### config.mk
export PLATFORM = sky130hd
export DESIGN_NAME = rgb_rx_top
export DESIGN_NICKNAME = d
export VERILOG_FILES = /design/src/rtl/rgb_rx_pkg.sv /design/src/rtl/rgb_rx_cfg.sv /design/src/rtl/rgb_rx_frame.sv /design/src/rtl/rgb_rx_pack.sv /design/src/rtl/rgb_rx_top.sv
export SDC_FILE = /design/constraint.sdc
export NUM_CORES = 1
export LEC_CHECK = 0
export ABC_AREA = 1
export BUFFER_PORTS_ARGS = -buffer_cell sky130_fd_sc_hd__buf_2
export CORE_UTILIZATION = 44
export DETAILED_ROUTE_END_ITERATION = 8
export GPL_TIMING_DRIVEN = 0
export PLACE_DENSITY_LB_ADDON = 0.2
export SLEW_MARGIN = 5
export SYNTH_ARGS = -nofsm -noshare
export SYNTH_HDL_FRONTEND = slang
export SYNTH_SLANG_ARGS = --single-unit
export TNS_END_PERCENT = 5
### constraint.sdc
create_clock -name clk -period 5.81 [get_ports clk]
set_input_delay 0.8715 -clock clk [delete_from_list [all_inputs] [get_ports clk]]
set_output_delay 0.8715 -clock clk [all_outputs]
set_load 0.01 [all_outputs]
### src/rtl/rgb_rx_pkg.sv
package rgb_rx_pkg;
  typedef enum logic [1:0] {
    PH_BACK  = 2'd0,
    PH_DISP  = 2'd1,
    PH_FRONT = 2'd2
  } phase_e;

  typedef enum logic [1:0] {
    FMT_18  = 2'd0,
    FMT_16  = 2'd1,
    FMT_6   = 2'd2,
    FMT_BAD = 2'd3
  } fmt_e;

  localparam int PIX_W  = 18;
  localparam int CH_W   = 6;
  localparam int LANES  = 3;
endpackage

### src/rtl/rgb_rx_cfg.sv
module rgb_rx_cfg
  import rgb_rx_pkg::*;
#(
  parameter int PORCH_W       = 4,
  parameter int DCODE_W       = 5,
  parameter int LINE_W        = 8,
  parameter int PORCH_MIN     = 2,
  parameter int PORCH_MAX     = 14,
  parameter int PORCH_SUM_MAX = 16,
  parameter int LINE_STEP     = 8,
  parameter int MAX_LINES     = 240
) (
  input  logic               clk,
  input  logic               rst,
  input  logic [1:0]         fmt,
  input  logic [PORCH_W-1:0] bp,
  input  logic [PORCH_W-1:0] fp,
  input  logic [DCODE_W-1:0] dcode,
  output logic [LINE_W-1:0]  disp_lines,
  output logic               err
);
  localparam int RAW_W = DCODE_W + $clog2(LINE_STEP) + 2;
  localparam int SUM_W = PORCH_W + 1;
  localparam logic [PORCH_W-1:0] P_MIN   = PORCH_W'(PORCH_MIN);
  localparam logic [PORCH_W-1:0] P_MAX   = PORCH_W'(PORCH_MAX);
  localparam logic [SUM_W-1:0]   P_SUM   = SUM_W'(PORCH_SUM_MAX);
  localparam logic [RAW_W-1:0]   L_MAX   = RAW_W'(MAX_LINES);
  localparam logic [RAW_W-1:0]   L_STEP  = RAW_W'(LINE_STEP);

  logic [RAW_W-1:0] raw_lines;
  logic [SUM_W-1:0] porch_sum;
  logic             bad_bp, bad_fp, bad_sum, bad_lines, bad_fmt;

  always_comb begin
    raw_lines = (RAW_W'(dcode) + RAW_W'(1)) * L_STEP;
    porch_sum = SUM_W'(bp) + SUM_W'(fp);
    bad_bp    = (bp < P_MIN) || (bp > P_MAX);
    bad_fp    = (fp < P_MIN) || (fp > P_MAX);
    bad_sum   = porch_sum > P_SUM;
    bad_lines = raw_lines > L_MAX;
    bad_fmt   = fmt == FMT_BAD;
    disp_lines = bad_lines ? LINE_W'(L_MAX) : LINE_W'(raw_lines);
  end

  always_ff @(posedge clk) begin
    if (rst) err <= 1'b0;
    else     err <= bad_bp | bad_fp | bad_sum | bad_lines | bad_fmt;
  end
endmodule

### src/rtl/rgb_rx_frame.sv
module rgb_rx_frame
  import rgb_rx_pkg::*;
#(
  parameter int PORCH_W = 4,
  parameter int LINE_W  = 8
) (
  input  logic               clk,
  input  logic               rst,
  input  logic               vs_edge,
  input  logic               hs_edge,
  input  logic [PORCH_W-1:0] bp,
  input  logic [LINE_W-1:0]  disp_lines,
  output phase_e             phase_o,
  output logic [LINE_W-1:0]  line_o
);
  phase_e            phase_q;
  logic [LINE_W-1:0] line_q;
  logic [LINE_W-1:0] line_nxt;

  assign line_nxt = line_q + LINE_W'(1);

  always_ff @(posedge clk) begin
    if (rst) begin
      phase_q <= PH_FRONT;
      line_q  <= '0;
    end else if (vs_edge) begin
      phase_q <= PH_BACK;
      line_q  <= '0;
    end else if (hs_edge) begin
      unique case (phase_q)
        PH_BACK: begin
          if (line_nxt >= LINE_W'(bp)) begin
            phase_q <= PH_DISP;
            line_q  <= '0;
          end else begin
            line_q <= line_nxt;
          end
        end
        PH_DISP: begin
          if (line_nxt >= disp_lines) begin
            phase_q <= PH_FRONT;
            line_q  <= '0;
          end else begin
            line_q <= line_nxt;
          end
        end
        default: line_q <= line_q;
      endcase
    end
  end

  assign phase_o = phase_q;
  assign line_o  = line_q;
endmodule

### src/rtl/rgb_rx_pack.sv
module rgb_rx_pack
  import rgb_rx_pkg::*;
#(
  parameter int LINE_W = 8,
  parameter int COL_W  = 9
) (
  input  logic              clk,
  input  logic              rst,
  input  logic              accept,
  input  logic              line_break,
  input  logic [1:0]        fmt,
  input  logic [PIX_W-1:0]  pd,
  input  logic [LINE_W-1:0] row_in,
  output logic              we_o,
  output logic [PIX_W-1:0]  pix_o,
  output logic [LINE_W-1:0] row_o,
  output logic [COL_W-1:0]  col_o
);
  localparam int LANE_W = $clog2(LANES);
  localparam logic [LANE_W-1:0] LAST_LANE = LANE_W'(LANES - 1);

  logic [LANE_W-1:0] lane_q;
  logic [CH_W-1:0]   red_q, grn_q;
  logic [COL_W-1:0]  col_q;
  logic [PIX_W-1:0]  pix_c;
  logic              fire;
  logic              narrow;

  assign narrow = fmt == FMT_6;

  always_comb begin
    pix_c = pd;
    fire  = 1'b0;
    unique case (fmt)
      FMT_18: begin
        pix_c = pd;
        fire  = accept;
      end
      FMT_16: begin
        pix_c = {pd[17:13], pd[17], pd[11:6], pd[5:1], pd[5]};
        fire  = accept;
      end
      FMT_6: begin
        pix_c = {red_q, grn_q, pd[PIX_W-1 -: CH_W]};
        fire  = accept && (lane_q == LAST_LANE);
      end
      default: fire = 1'b0;
    endcase
  end

  always_ff @(posedge clk) begin
    if (rst) begin
      lane_q <= '0;
      red_q  <= '0;
      grn_q  <= '0;
    end else if (line_break) begin
      lane_q <= '0;
    end else if (accept && narrow) begin
      if (lane_q == '0)        red_q <= pd[PIX_W-1 -: CH_W];
      if (lane_q == LANE_W'(1)) grn_q <= pd[PIX_W-1 -: CH_W];
      lane_q <= (lane_q == LAST_LANE) ? '0 : lane_q + LANE_W'(1);
    end
  end

  always_ff @(posedge clk) begin
    if (rst) begin
      col_q <= '0;
      we_o  <= 1'b0;
      pix_o <= '0;
      row_o <= '0;
      col_o <= '0;
    end else begin
      we_o <= fire;
      if (fire) begin
        pix_o <= pix_c;
        row_o <= row_in;
        col_o <= col_q;
      end
      if (line_break)  col_q <= '0;
      else if (fire)   col_q <= col_q + COL_W'(1);
    end
  end
endmodule

### src/rtl/rgb_rx_top.sv
module rgb_rx_top
  import rgb_rx_pkg::*;
#(
  parameter int PORCH_W = 4,
  parameter int DCODE_W = 5,
  parameter int LINE_W  = 8,
  parameter int COL_W   = 9
) (
  input  logic               clk,
  input  logic               rst,
  input  logic               vsync,
  input  logic               hsync,
  input  logic               de,
  input  logic               dv,
  input  logic [17:0]        pd,
  input  logic [1:0]         fmt,
  input  logic [PORCH_W-1:0] bp_lines,
  input  logic [PORCH_W-1:0] fp_lines,
  input  logic [DCODE_W-1:0] dl_code,
  output logic               px_we,
  output logic [17:0]        px_data,
  output logic [LINE_W-1:0]  px_row,
  output logic [COL_W-1:0]   px_col,
  output logic [1:0]         phase,
  output logic               cfg_err
);
  logic              vs_q, hs_q;
  logic              vs_edge, hs_edge;
  logic              accept;
  logic [LINE_W-1:0] disp_lines;
  logic [LINE_W-1:0] line_idx;
  phase_e            ph;

  always_ff @(posedge clk) begin
    vs_q <= vsync;
    hs_q <= hsync;
  end

  assign vs_edge = vsync & ~vs_q;
  assign hs_edge = hsync & ~hs_q;
  assign accept  = de & dv & (ph == PH_DISP) & (fmt != FMT_BAD) & ~vs_edge & ~hs_edge;

  rgb_rx_cfg #(.PORCH_W(PORCH_W), .DCODE_W(DCODE_W), .LINE_W(LINE_W)) u_cfg (
    .clk(clk), .rst(rst), .fmt(fmt), .bp(bp_lines), .fp(fp_lines),
    .dcode(dl_code), .disp_lines(disp_lines), .err(cfg_err)
  );

  rgb_rx_frame #(.PORCH_W(PORCH_W), .LINE_W(LINE_W)) u_frame (
    .clk(clk), .rst(rst), .vs_edge(vs_edge), .hs_edge(hs_edge),
    .bp(bp_lines), .disp_lines(disp_lines), .phase_o(ph), .line_o(line_idx)
  );

  rgb_rx_pack #(.LINE_W(LINE_W), .COL_W(COL_W)) u_pack (
    .clk(clk), .rst(rst), .accept(accept), .line_break(vs_edge | hs_edge),
    .fmt(fmt), .pd(pd), .row_in(line_idx), .we_o(px_we), .pix_o(px_data),
    .row_o(px_row), .col_o(px_col)
  );

  assign phase = ph;
endmodule

==> results of run 1 <==
-- stage by stage --
stage               hold slack [ps]  cells  worst slack [ps]  area, µm²  total power [W]
global placement              438.6    681              2438       4193        0.0006088
global route                  484.5    696              2328       4379         0.001028
CTS                           455.8    696              2737       4379        0.0009891
detailed placement            445.0    681              2373       4193        0.0006114
finish                        453.5    696              2680       4379        0.0009823
floorplan                     428.3    502              2975       3680        0.0005717
-- state kept, by name, indices dropped and copies added (netlist names), 2 cells and up --
signal / count
u_pack.col_q: 9
u_pack.red_q: 6
u_pack.row_o: 8
u_pack.lane_q: 2
u_pack.grn_q: 6
u_pack.col_o: 9
u_frame.phase_o: 2
u_frame.line_o: 8
u_pack.pix_o: 18
-- logic make-up (layout without fill, tap and decap cells) --
kind of cell	after synthesis	count (layout)	share of synthesized area (%)
buffers and inverters	83	175	9.248
and+or+nand+nor	175	175	21.25
xor gates and xnor gates	8	8	1.904
AOI/OAI and AO/OA	141	141	20.40
adders and majority gates	23	23	8.024
DFF	72	72	39.17
-- cells in the mapped netlist, types with 3 or more instances --
cell type    n
nand2_1    105
dfxtp_1     72
o21ai_0     60
inv_1       59
a21oi_1     54
ha_1        22
a31oi_1     20
nand3_1     20
nor2_1      20
clkbuf_1     9
nand4_1      9
xor2_1       7
buf_2        5
nand2_2      5
inv_2        4
nor3_1       4
nand3b_1     3
-- area by class of cell --
| type | count | area (µm²) | area share, % |
|---|---|---|---|
| clock inverters | 4 | 45.04 | 1.029 |
| inverters | 64 | 240.2 | 5.486 |
| multi-input cells | 347 | 1898 | 43.34 |
| plain buffers | 19 | 100.1 | 2.286 |
| clock buffers | 11 | 141.4 | 3.229 |
| well taps | 102 | 127.6 | 2.914 |
| flip-flops and latches | 72 | 1441 | 32.91 |
| repair buffers | 77 | 385.4 | 8.800 |
-- power breakdown --
part | leakage (nW) | switching (W) | internal, W
sequential | 0.581 | 0.00000254 | 0.000497
combinational | 1.30 | 0.0000651 | 0.0000362
clock | 0.0989 | 0.000176 | 0.000205
-- worst paths after layout --
kind / cells after the start / start / to
max: 18 / dl_code[0] / u_frame.line_o[3]
max reg2reg: 16 / u_frame.line_o[0] / u_frame.line_o[3]
min reg2reg: 2 / u_pack.grn_q[2] / u_pack.grn_q[2]
min: 2 / u_pack.grn_q[2] / u_pack.grn_q[2]
-- per-layer routing --
layer / vias to the layer above / routed length, µm
li1: 1846 / -
met1: 1647 / 4509
met2: 100 / 4075
met3: 15 / 516
met4: 0 / 133
met5: - / 0
-- tightest hold or removal path, stage by stage (launching register included) --
cell and delay [ps]:
dfxtp_1 310, inv_1 50, a21oi_1 50
==> results.md, run 1 <==
* Status: complete, no violations
* Die X at 93.45 µm
* Final max-slew violation count at 0
* Resized cells post-CTS at 0
* Hold WC Path Type: flip-flop to flip-flop
* Detailed-route via count at 3608
* First-pass GRT wire length at 15290 µm
* # Post-CTS Setup Buffers at 0
* H-tree level count at 3
* Aggregate global-route resource usage at 22.36%
* Final worst clock skew at 6.630 ps
* Global route overflow at 0
* Drt via density at 5.184
* Io pins at 78
* GRT met1 Usage at 29.66%
* R2R Setup Slk at 3420 ps
* VDD IR max at 149.3 µV
* Post-Syn Instances at 502
* Slowest CP cell: a31oi_1
* Total negative slack at 0 ps
* Most common cell after layout, fill and taps aside: nand2_1
* Yosys top cell by area: dfxtp_1
* Initial antenna violation count at 0
* Post-Route Utilization at 55.52%
* Ys flop type: dfxtp_1
* Crit-path max FO at 5
* Row count at 32
* Crit start category: input port
* Ranking of synthesized cells by area: dfxtp_1 (39%), nand2_1 (11%), o21ai_0 (8.2%), ha_1 (7.5%), a21oi_1 (7.3%)
* Setup-failing EPs final at 0
* Hold-fix buffers, CTS at 0
* Nets@finish at 652
* Fillers at 766
* CP arrival at 3410 ps
* Pre-antenna DRT Iters at 5
* Max frequency at 0.3194 GHz
* Clock Latency Late Sink at 350 ps
* Met3 global-route usage at 6.260%
* Met2 Track Usage GR at 35.11%
* DRT antenna net count at 0
* Vias in the first global route at 3337
* Fin crit period at 3130 ps
* Max clock buf depth at 2
* Root buffer cell: clkbuf_8
* Post-Syn Area at 0.003680 mm²
* Gr busiest metal: met2
* Syn. warnings at 0
* RSZ-0062 raised after global routing: no
* Critical Path Sink Type: flip-flop
* Slew @ Worst Pin at 707.5 ps
* Final Hold Violating Endpoints at 0
* First DRT Iteration DRCs at 168
* Ys async rst share at 0%
* Post-synth EDFFs at 0
* CTS Buf Count at 9
* Clk pin slew, worst setup/hold paths at 70 ps
* Most frequent cells in the layout: nand2_1 (105), buf_2 (82), dfxtp_1 (72)
* Critical path cell sequence: buf_2, ha_1, nand3_1, xor2_1, inv_1, a31oi_1, inv_1, nor2_1, ha_1, nand2_1, inv_1, o21ai_0, o211ai_1, nor2_1, nand2_1, nand2_1, nand2_1, a21oi_1
* Placed wire-length estimate at 7052 µm
* Die Y at 93.45 µm
* Worst path bufs/invs at 4
* Routed WL at 9235 µm
* Routed len/inst at 13.27 µm
* Die Area at 0.008733 mm²
* Net Count, Synth at 564
* Seq cells post-synth at 72
* Lkg Pwr at 1.980 nW
* TritonCTS clock tree: built
* Starting Density at 46.65%
* Critical path data required time at 6090 ps
* Seq/Total Area, Yosys at 39.17%
* Most frequent CP cell: nand2_1
* Layout cell share with drive strength beyond 1 at 19.70%
* Residual DRC at 0
* Placeable Area at 0.007888 mm²
* Port bufs at 77
* Max_cap viols at 0
* Cell area power density at 224.3 mW/mm²
* Fin crit share at 53.88%
* CP delay by family, top: simple AND/OR/NAND/NOR gates
* Routability cong. at 0.8455
* Area Growth Syn to Fin at 19.01%
* Top cell type's share of synthesized area at 39.17%
* Max transition margin at 52.47%
* Avg Synthesized Cell Area at 7.330 µm²
* CP peak stage delay at 320 ps
* Worst Path Class, Setup: input port to flip-flop
* Largest net degree at the start of global routing at 12
* Library cells used by synthesis at 36
* Clock sink count at 72
* Ant diodes at 0
Note: power is estimated with default switching activity, not from simulation.
==> inputs of run 2 (changes only) <==
- clock period: 5.81 -> 2.92 ns (I/O delays scaled with it)
==> results.md, run 2 (synthesized netlist as in run 1, its figures left out) <==
* CTS Buf Count at 9
* Global route overflow at 0
* Fin crit share at 88.43%
* Final worst clock skew at 7.069 ps
* Io pins at 78
* Largest net degree at the start of global routing at 12
* DRT antenna net count at 0
* Top flop regs: u_pack.pix_o: 18 flops, u_pack.col_o: 9 flops, u_pack.col_q: 9 flops
* Routed WL at 9262 µm
* Final setup margin at 337.7 ps
* Most frequent cells in the layout: nand2_1 (105), buf_2 (82), dfxtp_1 (72)
* TritonCTS clock tree: built
* Max FFs per register at 18
* R2R Path Start: u_frame.line_o[0]
* CP peak stage delay at 250 ps
* Aggregate global-route resource usage at 22.36%
* Area Growth Syn to Fin at 19.42%
* Critical path cell sequence: buf_2, ha_1, nand3_1, xor2_1, inv_1, a31oi_4, inv_1, nor2_1, ha_1, nand2_1, inv_1, o21ai_0, o211ai_1, nor2_1, nand2_1, nand2_1, nand2_1, a21oi_1
* Vias in the first global route at 3337
* RSZ-0062 raised after global routing: no
* Max clock buf depth at 2
* Hold WC Path Type: input port to flip-flop
* Fin crit period at 2582 ps
* Layout cell share with drive strength beyond 1 at 19.87%
* Placed wire-length estimate at 7052 µm
* Setup-failing EPs final at 0
* Most frequent CP cell: nand2_1
* Hold path depth at 1
* Drt via density at 5.224
* Routability cong. at 0.8455
* Cell area power density at 446.1 mW/mm²
* Final Hold Violating Endpoints at 0
* Slew @ Worst Pin at 708.7 ps
* Max transition margin at 52.39%
* Die Area at 0.008733 mm²
* Number of cells on the worst reg-to-reg path at 16
* Residual DRC at 0
* Initial antenna violation count at 0
* First DRT Iteration DRCs at 166
* Clock Latency Late Sink at 350 ps
* Clk pin slew, worst setup/hold paths at 70 ps
* Status: complete, no violations
* Placeable Area at 0.007888 mm²
* Starting Density at 46.65%
* Max frequency at 0.3873 GHz
* Critical path data required time at 3200 ps
* Nets@finish at 652
* Critical Path Sink Type: flip-flop
* Pre-antenna DRT Iters at 5
* Hold path start: hsync
* Final max-slew violation count at 0
* Sequential Area at 0.001441 mm²
* Die X at 93.45 µm
* Worst flop-to-flop path endpoint: u_frame.line_o[3]
* Ant diodes at 0
* Slowest CP cell: ha_1
* Routed len/inst at 13.31 µm
* Worst Path Class, Setup: input port to flip-flop
* Hold-fix buffers, CTS at 0
* Max_cap viols at 0
* H-tree level count at 3
* Place WS at -83.97 ps
* Worst hold path endpoint: hs_q
* Most common cell after layout, fill and taps aside: nand2_1
* Fillers at 766
* Area occupied by multi-input gates at 0.001913 mm²
* Crit-path max FO at 5
* Crit start category: input port
* VDD IR max at 298.0 µV
* Root buffer cell: clkbuf_8
* Lkg Pwr at 1.982 nW
* Row count at 32
* R2R Setup Slk at 520 ps
* Detailed-route via count at 3636
* Port bufs at 77
* Die Y at 93.45 µm
* Clock sink count at 72
* First-pass GRT wire length at 15290 µm
* Top reg by flops: u_pack.pix_o
* Hold_ws at 210.8 ps
* CP arrival at 2860 ps
-- run 2: metrics by stage --
step	utilization, %	TNS, ps	cells	area (µm²)	total power [W]
finish	55.71	0	696	4394	0.001960
global route	55.71	0	696	4394	0.002048
CTS	55.52	0	696	4379	0.001968
detailed placement	53.16	-319.4	681	4193	0.001216
global placement	53.16	-25.98	681	4193	0.001211
floorplan	-	0	502	3680	0.001137
-- run 2: worst max path at each step --
stage / endpoint / startpoint
finish: u_frame.line_o[3] / dl_code[0]
global route: u_frame.line_o[0] / dl_code[0]
CTS: u_frame.line_o[3] / dl_code[0]
detailed placement: u_frame.line_o[3] / dl_code[0]
global placement: u_frame.line_o[3] / dl_code[0]
floorplan: u_frame.line_o[0] / dl_code[0]
-- run 2: report_power, final --
part	switching (W)	total [W]	internal, W
combinational	0.000132	0.000204	0.0000728
sequential	0.00000508	0.000993	0.000988
clock	0.000354	0.000762	0.000409
-- run 2: routing by layer --
metal	track usage, %	vias up	share of wire, %
li1	-	1848	-
met4	6.923	0	1.4
met5	0	-	0
met2	35.11	111	44
met3	6.260	13	6.0
met1	29.66	1664	48
-- run 2: area by class of cell --
type | instances | area share (%)
clock inverter | 4 | 1.025
buffer | 19 | 2.278
tap | 102 | 2.904
inverter | 64 | 5.467
timing repair buffer | 77 | 8.770
multi-input combinational | 347 | 43.54
sequential | 72 | 32.80
clock buffer | 11 | 3.218
-- run 2: worst max-delay path, delay by kind of cell --
| family | cells | cell delay [ps] |
|---|---|---|
| compound gates | 4 | 600 |
| xor+xnor | 1 | 200 |
| fa+ha+maj | 2 | 470 |
| buf+inv | 4 | 350 |
| simple gates | 7 | 790 |
-- run 2: timing repair --
action | 4_1_cts | 5_1_grt
hold endpoints to repair | 0 | 0
setup buffers | 0 | 0
gates resized for setup | 0 | 2
endpoints found under the setup margin | 0 | 6
==> inputs of run 3 (changes only) <==
- CORE_ASPECT_RATIO: unset -> 1.5
- GPL_TIMING_DRIVEN: 0 -> unset
==> results.md, run 3 (synthesized netlist as in run 1, its figures left out) <==
* Setup-failing EPs final at 0
* Most frequent cells in the layout: nand2_1 (105), buf_2 (77), dfxtp_1 (72)
* Placed wire-length estimate at 6414 µm
* Port bufs at 77
* GRT met1 Usage at 23.88%
* Place WS at 81.21 ps
* Root buffer cell: clkbuf_16
* Routed len/inst at 12.68 µm
* Area Growth Syn to Fin at 19.25%
* Global route overflow at 0
* Slew @ Worst Pin at 478.8 ps
* Top flop regs: u_pack.pix_o: 18 flops, u_pack.col_o: 9 flops, u_pack.col_q: 9 flops
* Worst Path Class, Setup: input port to flip-flop
* First-pass GRT wire length at 14680 µm
* Final max-slew violation count at 0
* Final Hold Violating Endpoints at 0
* Largest net degree at the start of global routing at 43
* Ant diodes at 0
* Max FFs per register at 18
* Detailed-route via count at 3497
* Most common cell after layout, fill and taps aside: nand2_1
* Resized cells post-CTS at 0
* Max frequency at 0.3948 GHz
* Routability cong. at 0.8991
* Final setup margin at 387.0 ps
* VDD IR max at 315.2 µV
* Hold WC Path Type: input port to flip-flop
* RSZ-0062 raised after global routing: no
* Crit-path max FO at 5
* CP arrival at 2780 ps
* Top reg by flops: u_pack.pix_o
* Max clock buf depth at 2
* Die X at 76.67 µm
* Io pins at 78
* Tot Pwr at 0.002145 W
* Final cell count without fillers at 681
* Final worst clock skew at 6.356 ps
* Clock sink count at 72
* Aggregate global-route resource usage at 20.99%
* Pre-antenna DRT Iters at 4
* Vias in the first global route at 3213
* Clock Latency Late Sink at 330 ps
* Layout cell share with drive strength beyond 1 at 19.10%
* Hold-fix buffers, CTS at 0
* Residual DRC at 0
* Fin crit period at 2533 ps
* Placed Cells at 669
* Crit start category: input port
* Starting Density at 45.67%
* Row count at 40
* Met2 Track Usage GR at 37.68%
* Die Area at 0.008740 mm²
* Status: complete, no violations
* CTS Buf Count at 9
* Max transition margin at 68.05%
* DRT antenna net count at 0
* First DRT Iteration DRCs at 150
* Max_cap viols at 0
* Critical path data required time at 3170 ps
* Cell area power density at 488.8 mW/mm²
* Drt via density at 5.135
* Total negative slack at 0 ps
* Lkg Pwr at 1.968 nW
* Clk pin slew, worst setup/hold paths at 50 ps
* TritonCTS clock tree: built
* Die Y at 114 µm
* Critical Path Sink Type: flip-flop
* Nets@finish at 637
* Initial antenna violation count at 0
* Gr busiest metal: met2
* Routed WL at 8632 µm
* Fin crit share at 86.75%
* # Post-CTS Setup Buffers at 0
* H-tree level count at 3
* Placeable Area at 0.008058 mm²
* Met3 global-route usage at 4.320%
[run 3: critical path: stages]
cell and delay, ps:
buf_2 130, ha_1 220, nand3_1 110, xor2_1 190, inv_1 60, a31oi_1 230
inv_1 100, nor2_1 100, ha_1 250, nand2_1 60, inv_1 30, o21ai_0 140
o211ai_1 110, nor2_1 180, nand2_1 100, nand2_1 150, nand2_1 70, a21oi_1 120
[run 3: where the power goes]
group	internal, W	total, W	leakage, nW	switching [W]
sequential	0.000990	0.000995	0.581	0.00000474
combinational	0.0000726	0.000199	1.26	0.000127
clock	0.000575	0.000950	0.126	0.000376
[run 3: layer usage]
layer  up-vias  routed length (µm)
met5         -                   0
met4         0                 183
met3        15                 334
met2        75                4482
met1      1585                3632
li1       1822                   -
[run 3: path summary, 6_finish.rpt]
| kind | startpoint | endpoint | slack, ps | depth (start not counted) |
|---|---|---|---|---|
| setup / recovery | dl_code[0] | u_frame.line_o[2] | 390 | 18 |
| hold / removal | vsync | vs_q | 230 | 1 |
| setup reg to reg | u_frame.line_o[0] | u_frame.line_o[2] | 530 | 16 |
| hold reg to reg | u_pack.grn_q[2] | u_pack.grn_q[2] | 450 | 2 |
[run 3: final cells by class]
class | instances | area, µm²
clock inverter | 2 | 10.01
sequential | 72 | 1441
fill | 821 | 3670
inverter | 64 | 240.2
tap | 105 | 131.4
multi-input combinational | 347 | 1898
clock buffer | 10 | 239.0
timing repair buffer | 81 | 427.9
[run 3: through the flow]
step	hold slack (ps)	utilization (%)	instance area, µm²
floorplan	428.3	-	3680
global placement	438.5	51.37	4139
detailed placement	442.5	51.37	4139
CTS	226.4	54.46	4388
global route	224.1	54.46	4388
finish	232.4	54.46	4388
